$ cat src/rtl/ring_chan_pkg.sv
package ring_chan_pkg;

  typedef enum logic [1:0] {
    ST_IDLE = 2'd0,
    ST_EXEC = 2'd1,
    ST_WAIT = 2'd2,
    ST_POST = 2'd3
  } seq_st_e;

  // command byte bit positions
  localparam int unsigned CMD_FORCE_IRQ = 7;
  localparam int unsigned CMD_WANT_RSP  = 4;

  localparam logic [1:0]  DIR_ILLEGAL   = 2'd3;
  localparam logic [15:0] CODE_BAD_DIR  = 16'h0003;

  localparam logic [3:0]  OFS_REQ_HEAD  = 4'h0;
  localparam logic [3:0]  OFS_REQ_TAIL  = 4'h4;
  localparam logic [3:0]  OFS_RSP_HEAD  = 4'h8;
  localparam logic [3:0]  OFS_RSP_TAIL  = 4'hc;

endpackage

$ cat src/rtl/ring_idx_regs.sv
module ring_idx_regs
  import ring_chan_pkg::*;
#(
  parameter int unsigned IDXW = 4
) (
  input  logic            clk,
  input  logic            rst_n,
  input  logic            host_wr,
  input  logic [3:0]      host_addr,
  input  logic [31:0]     host_wdata,
  input  logic            req_adv,
  input  logic            rsp_adv,
  output logic [IDXW-1:0] req_head,
  output logic [IDXW-1:0] req_tail,
  output logic [IDXW-1:0] rsp_head,
  output logic [IDXW-1:0] rsp_tail,
  output logic [31:0]     rdata
);

  logic            req_tail_en, rsp_head_en;
  logic [IDXW-1:0] req_head_d, rsp_tail_d;

  always_comb begin
    req_tail_en = host_wr && (host_addr == OFS_REQ_TAIL);
    rsp_head_en = host_wr && (host_addr == OFS_RSP_HEAD);
    req_head_d  = req_head + 1'b1;
    rsp_tail_d  = rsp_tail + 1'b1;
  end

  always_ff @(posedge clk or negedge rst_n) begin
    if (!rst_n) begin
      req_head <= '0;
      req_tail <= '0;
      rsp_head <= '0;
      rsp_tail <= '0;
    end else begin
      if (req_adv)     req_head <= req_head_d;
      if (req_tail_en) req_tail <= host_wdata[IDXW-1:0];
      if (rsp_head_en) rsp_head <= host_wdata[IDXW-1:0];
      if (rsp_adv)     rsp_tail <= rsp_tail_d;
    end
  end

  always_comb begin
    rdata = '0;
    unique case (host_addr)
      OFS_REQ_HEAD: rdata[IDXW-1:0] = req_head;
      OFS_REQ_TAIL: rdata[IDXW-1:0] = req_tail;
      OFS_RSP_HEAD: rdata[IDXW-1:0] = rsp_head;
      OFS_RSP_TAIL: rdata[IDXW-1:0] = rsp_tail;
      default:      rdata = '0;
    endcase
  end

endmodule

$ cat src/rtl/ring_seq.sv
module ring_seq
  import ring_chan_pkg::*;
#(
  parameter int unsigned IDXW = 4
) (
  input  logic            clk,
  input  logic            rst_n,
  input  logic [IDXW-1:0] req_head,
  input  logic [IDXW-1:0] req_tail,
  input  logic [IDXW-1:0] rsp_head,
  input  logic [IDXW-1:0] rsp_tail,
  input  logic [15:0]     elem_id,
  input  logic [7:0]      elem_cmd,
  output logic            exec_valid,
  input  logic            exec_ready,
  output logic [15:0]     exec_id,
  output logic [7:0]      exec_cmd,
  input  logic            done_valid,
  input  logic [15:0]     done_code,
  output logic            rsp_valid,
  input  logic            rsp_ready,
  output logic [15:0]     rsp_id,
  output logic [15:0]     rsp_code,
  output logic            req_adv,
  output logic            rsp_adv,
  output logic            irq
);

  seq_st_e     st_q, st_d;
  logic [15:0] id_q, code_q, code_d;
  logic [7:0]  cmd_q;
  logic        cap_en, code_en, irq_d, irq_q;
  logic        pending, rsp_full, rsp_empty, want_rsp, force_irq;

  always_comb begin
    pending   = (req_head != req_tail);
    rsp_full  = ((rsp_tail + 1'b1) == rsp_head);
    rsp_empty = (rsp_tail == rsp_head);
    want_rsp  = cmd_q[CMD_WANT_RSP];
    force_irq = cmd_q[CMD_FORCE_IRQ];

    st_d       = st_q;
    cap_en     = 1'b0;
    code_en    = 1'b0;
    code_d     = done_code;
    exec_valid = 1'b0;
    rsp_valid  = 1'b0;
    req_adv    = 1'b0;
    rsp_adv    = 1'b0;
    irq_d      = 1'b0;

    unique case (st_q)
      ST_IDLE: begin
        if (pending) begin
          cap_en = 1'b1;
          if (elem_cmd[1:0] == DIR_ILLEGAL) begin
            code_en = 1'b1;
            code_d  = CODE_BAD_DIR;
            st_d    = ST_POST;
          end else begin
            st_d = ST_EXEC;
          end
        end
      end
      ST_EXEC: begin
        exec_valid = 1'b1;
        if (exec_ready) st_d = ST_WAIT;
      end
      ST_WAIT: begin
        if (done_valid) begin
          code_en = 1'b1;
          st_d    = ST_POST;
        end
      end
      ST_POST: begin
        if (want_rsp) begin
          rsp_valid = !rsp_full;
          if (rsp_valid && rsp_ready) begin
            rsp_adv = 1'b1;
            req_adv = 1'b1;
            irq_d   = rsp_empty || force_irq;
            st_d    = ST_IDLE;
          end
        end else begin
          req_adv = 1'b1;
          irq_d   = force_irq;
          st_d    = ST_IDLE;
        end
      end
      default: st_d = ST_IDLE;
    endcase
  end

  always_ff @(posedge clk or negedge rst_n) begin
    if (!rst_n) begin
      st_q   <= ST_IDLE;
      id_q   <= '0;
      cmd_q  <= '0;
      code_q <= '0;
      irq_q  <= 1'b0;
    end else begin
      st_q  <= st_d;
      irq_q <= irq_d;
      if (cap_en) begin
        id_q  <= elem_id;
        cmd_q <= elem_cmd;
      end
      if (code_en) code_q <= code_d;
    end
  end

  assign exec_id  = id_q;
  assign exec_cmd = cmd_q;
  assign rsp_id   = id_q;
  assign rsp_code = code_q;
  assign irq      = irq_q;

endmodule

$ cat src/rtl/ring_chan_ctrl.sv
module ring_chan_ctrl
  import ring_chan_pkg::*;
#(
  parameter int unsigned RING_DEPTH = 16,
  localparam int unsigned IDXW = $clog2(RING_DEPTH)
) (
  input  logic            clk,
  input  logic            rst_n,
  input  logic            reg_wr,
  input  logic [3:0]      reg_addr,
  input  logic [31:0]     reg_wdata,
  output logic [31:0]     reg_rdata,
  output logic [IDXW-1:0] ring_rd_idx,
  input  logic [15:0]     elem_id,
  input  logic [7:0]      elem_cmd,
  output logic            exec_valid,
  input  logic            exec_ready,
  output logic [15:0]     exec_id,
  output logic [7:0]      exec_cmd,
  input  logic            done_valid,
  input  logic [15:0]     done_code,
  output logic            rsp_valid,
  input  logic            rsp_ready,
  output logic [IDXW-1:0] rsp_slot,
  output logic [15:0]     rsp_id,
  output logic [15:0]     rsp_code,
  output logic            irq
);

  logic [IDXW-1:0] req_head, req_tail, rsp_head, rsp_tail;
  logic            req_adv, rsp_adv;

  ring_idx_regs #(.IDXW(IDXW)) regs_i (
    .clk        (clk),
    .rst_n      (rst_n),
    .host_wr    (reg_wr),
    .host_addr  (reg_addr),
    .host_wdata (reg_wdata),
    .req_adv    (req_adv),
    .rsp_adv    (rsp_adv),
    .req_head   (req_head),
    .req_tail   (req_tail),
    .rsp_head   (rsp_head),
    .rsp_tail   (rsp_tail),
    .rdata      (reg_rdata)
  );

  ring_seq #(.IDXW(IDXW)) seq_i (
    .clk        (clk),
    .rst_n      (rst_n),
    .req_head   (req_head),
    .req_tail   (req_tail),
    .rsp_head   (rsp_head),
    .rsp_tail   (rsp_tail),
    .elem_id    (elem_id),
    .elem_cmd   (elem_cmd),
    .exec_valid (exec_valid),
    .exec_ready (exec_ready),
    .exec_id    (exec_id),
    .exec_cmd   (exec_cmd),
    .done_valid (done_valid),
    .done_code  (done_code),
    .rsp_valid  (rsp_valid),
    .rsp_ready  (rsp_ready),
    .rsp_id     (rsp_id),
    .rsp_code   (rsp_code),
    .req_adv    (req_adv),
    .rsp_adv    (rsp_adv),
    .irq        (irq)
  );

  assign ring_rd_idx = req_head;
  assign rsp_slot    = rsp_tail;

endmodule

$ cat config.mk
export PLATFORM = sky130hd
export DESIGN_NAME = ring_chan_ctrl
export DESIGN_NICKNAME = d
export VERILOG_FILES = /design/src/rtl/ring_chan_pkg.sv /design/src/rtl/ring_idx_regs.sv /design/src/rtl/ring_seq.sv /design/src/rtl/ring_chan_ctrl.sv
export SDC_FILE = /design/constraint.sdc
export NUM_CORES = 1
export LEC_CHECK = 0
export ABC_AREA = 1
export BUFFER_PORTS_ARGS = -buffer_cell sky130_fd_sc_hd__buf_4
export CORE_MARGIN = 4
export CORE_UTILIZATION = 30
export DETAILED_ROUTE_END_ITERATION = 8
export HOLD_SLACK_MARGIN = 0.1
export PLACE_DENSITY = 0.68
export SLEW_MARGIN = 25
export SYNTH_ARGS = -nofsm -noshare
export SYNTH_HDL_FRONTEND = slang
export SYNTH_SLANG_ARGS = --single-unit
$ cat constraint.sdc
create_clock -name clk -period 2.3 [get_ports clk]
set_clock_uncertainty 0.1 [all_clocks]
set_input_delay 0.115 -clock clk [delete_from_list [all_inputs] [get_ports clk]]
set_output_delay 0.115 -clock clk [all_outputs]
set_load 0.005 [all_outputs]
==> impl_metrics.env <==
export IMPL_status="finished clean"
export IMPL_synthDistinctLibCells=25
export IMPL_power_switching_mw=2.11
export IMPL_tightestPinTransition_ns=0.742
export IMPL_initial_utilization_pct=30.8
export IMPL_rsz0062_at_grt="no"
export IMPL_multi_input_area_um2=1320
export IMPL_fillers=1012
export IMPL_powerDensity_nw_per_um2=1140
export IMPL_detail_route_antenna_nets=0
export IMPL_cp_arrival_ns=1.73
export IMPL_p_int_mw=3.21
export IMPL_drv_cap=0
export IMPL_path_clk_slew_ns=0.06
export IMPL_post_cts_setup_buffers=0
export IMPL_synth_edff_count=0
export IMPL_portBuffers=124
export IMPL_diodes=0
export IMPL_slowest_stage="dfrtp_1"
export IMPL_clockRootBuffer="clkbuf_8"
export IMPL_std_cell_rows=37
export IMPL_max_freq_ghz=0.515
export IMPL_netlist_instances=392
export IMPL_grt_pass1_vias=2990
export IMPL_synth_avg_cell_area_um2=8.10
export IMPL_grt_total_usage_pct=14.8
export IMPL_die_h_um=111
export IMPL_coreArea_um2=10300
export IMPL_synth_top_cell_area_share_pct=46.5
export IMPL_slew_headroom_pct=50.5
export IMPL_vias_per_cell=4.41
export IMPL_crit_required_ns=2.09
export IMPL_gp_congestion=0.864
export IMPL_critPathKind="reg -> out"
export IMPL_pwr_share_comb_pct=49.2
export IMPL_drv_slew=0
export IMPL_yosys_area_top_type="dfrtp_1"
export IMPL_path_cells="ha_1, xnor2_1, nand2_1, nor2_1, a21oi_1, buf_4"
export IMPL_yosys_register_bits=59
export IMPL_clock_sinks=59
export IMPL_startpoint_type="flop"
export IMPL_cp_max_fo=7
export IMPL_hpwl_mm=6.02
export IMPL_pin_count=181
export IMPL_grt_overflow=0
export IMPL_synth_warnings=0
export IMPL_p_seq_share_pct=35.2
export IMPL_seq_area_frac_synth_pct=46.5
export IMPL_tns_ns=0
export IMPL_syn_area_um2=3180
export IMPL_synth_async_reset_ratio_pct=100
export IMPL_grt_antenna_before_repair=0
export IMPL_vdd_drop_max_mv=0.390
export IMPL_first_pass_iters=5
export IMPL_synthTopCellsByArea="dfrtp_1 46%, nand2_1 18%, buf_4 10%"
export IMPL_fin_crit_ns=1.94
export IMPL_utilization_pct=45.3
export IMPL_drc_errors=0
export IMPL_cp_slowest_stage_delay_ns=0.45
export IMPL_hold_path_class="in -> reg"
export IMPL_synthFlopType="dfrtp_1"
export IMPL_period_share_pct=84.4
export IMPL_layout_nets=641
export IMPL_cts_tree="built"
export IMPL_numCtsBuffers=9
export IMPL_clockBufferDepth=2
export IMPL_grt_pass1_wl_mm=14.9
export IMPL_netSwitchingFraction_pct=39.6
export IMPL_htree_levels=3
export IMPL_cts_resized=0
export IMPL_die_w_um=111
export IMPL_p_leak_nw=2.59
export IMPL_clk_latency_ns=0.32
export IMPL_hold_violations=0
export IMPL_wl_mm=8.96
export IMPL_cp_end_kind="output pin"
export IMPL_dieArea_um2=12300
export IMPL_first_iter_violations=175
export IMPL_area_growth_pct=47.3
export IMPL_drive_gt1_share_pct=26.5
export IMPL_routed_via_count=3062
export IMPL_setup_viol=0
export IMPL_register_area_um2=1480
export IMPL_wl_per_cell_um=12.9
export IMPL_grt_max_degree=60
export IMPL_p_clk_share_pct=15.6
==> stage by stage <==
step	hold slack (ns)	setup WS (ns)	instance area [µm²]	total power [mW]	cells
finish	0.131	0.359	4680	5.32	694
global route	0.146	0.149	4680	5.80	694
CTS	0.102	0.315	4680	5.35	694
detailed placement	0.136	0.431	4030	4.42	630
global placement	0.139	0.446	4030	4.35	630
floorplan	-0.281	0.601	3280	3.36	419
==> flip-flops by register name, summed over array words and instances, names as in the netlist <==
signal / cells
regs_i.req_tail: 4
seq_i.exec_cmd: 8
regs_i.rsp_head: 4
regs_i.req_head: 4
seq_i.rsp_code: 16
seq_i.irq: 1
seq_i.st_q: 2
regs_i.rsp_tail: 4
seq_i.exec_id: 16
==> Yosys cell counts, drive strengths merged (2+ instances only) <==
master   count
nand2      153
clkbuf       5
inv         27
a211o        2
o22ai        3
buf         48
nand4        5
o21ai       12
nor2        13
dfrtp       59
ha           6
a21oi        4
o2111ai      2
nand3       42
xor2         7
==> power groups by stage <==
stage	logic, mW	clock network (mW)	registers, mW
after floorplan	1.52	0	1.84
after global placement	2.50	0	1.86
after detailed placement	2.54	0	1.88
after CTS	2.62	0.864	1.87
after global routing	2.94	0.921	1.94
final	2.62	0.827	1.87
==> worst max-delay path, delay by kind of cell, from the launching register on <==
kind	cells	cell delay, ns
buf+inv	1	0.14
compound gates	1	0.11
flops	1	0.45
fa+ha+maj	1	0.35
simple gates	2	0.20
xor+xnor	1	0.14
==> path summary, 6_finish.rpt <==
path	startpoint	end	slack, ns	depth (start not counted)
min in group asynchronous	rst_n	seq_i.rsp_code[15]	0.30	2
max in group asynchronous	rst_n	seq_i.exec_id[0]	1.30	2
max reg2reg	regs_i.rsp_tail[0]	regs_i.req_head[3]	0.41	10
min reg2reg	seq_i.exec_cmd[0]	seq_i.exec_cmd[0]	0.37	2
min	rsp_ready	seq_i.st_q[1]	0.13	5
max	regs_i.rsp_tail[0]	rsp_valid	0.36	6
==> final cells by class <==
type,count,share of cell area [%]
sequential,59,31.5
clock buffer,14,3.48
clock inverter,2,0.214
inverter,27,2.17
timing repair buffer,176,30.8
tap,136,3.64
multi-input combinational,280,28.2
==> kinds of logic after synthesis <==
kind of cell,synth area share (%)
and+or+nand+nor,29.4
buffers and inverters,15.2
DFF,46.5
AOI/OAI and AO/OA,4.21
xor gates and xnor gates,2.21
adders and majority gates,2.36
other,0.118
==> layout by cell type (no fill, tap or decap) <==
cell type,n
nor4_1,1
nand4_1,5
nor2_2,1
xnor2_1,1
nand2_1,151
dlygate4sd3_1,48
buf_4,128
a21oi_1,4
nor2_8,2
o21ai_0,12
o22ai_1,3
xor2_1,7
nand2_4,2
inv_1,27
conb_1,28
nor2_4,1
a211o_1,2
or2_2,1
nor2_1,9
ha_1,6
dfrtp_1,59
clkinv_2,2
clkbuf_8,11
o2111ai_1,2
clkbuf_1,3
nand3_1,42
==> timing repair <==
item	in CTS	in global routing
hold buffers	48	0
endpoints found under the setup margin	0	0
hold endpoints to repair	107	0
==> routing by layer <==
metal | track usage [%] | wire (µm) | vias to the layer above
met5 | 0 | 0 | -
met2 | 25.1 | 4480 | 127
met4 | 4.43 | 221 | 0
met3 | 4.91 | 548 | 23
met1 | 17.7 | 3720 | 1412
li1 | - | - | 1500
(Power assumes the default switching activity.)
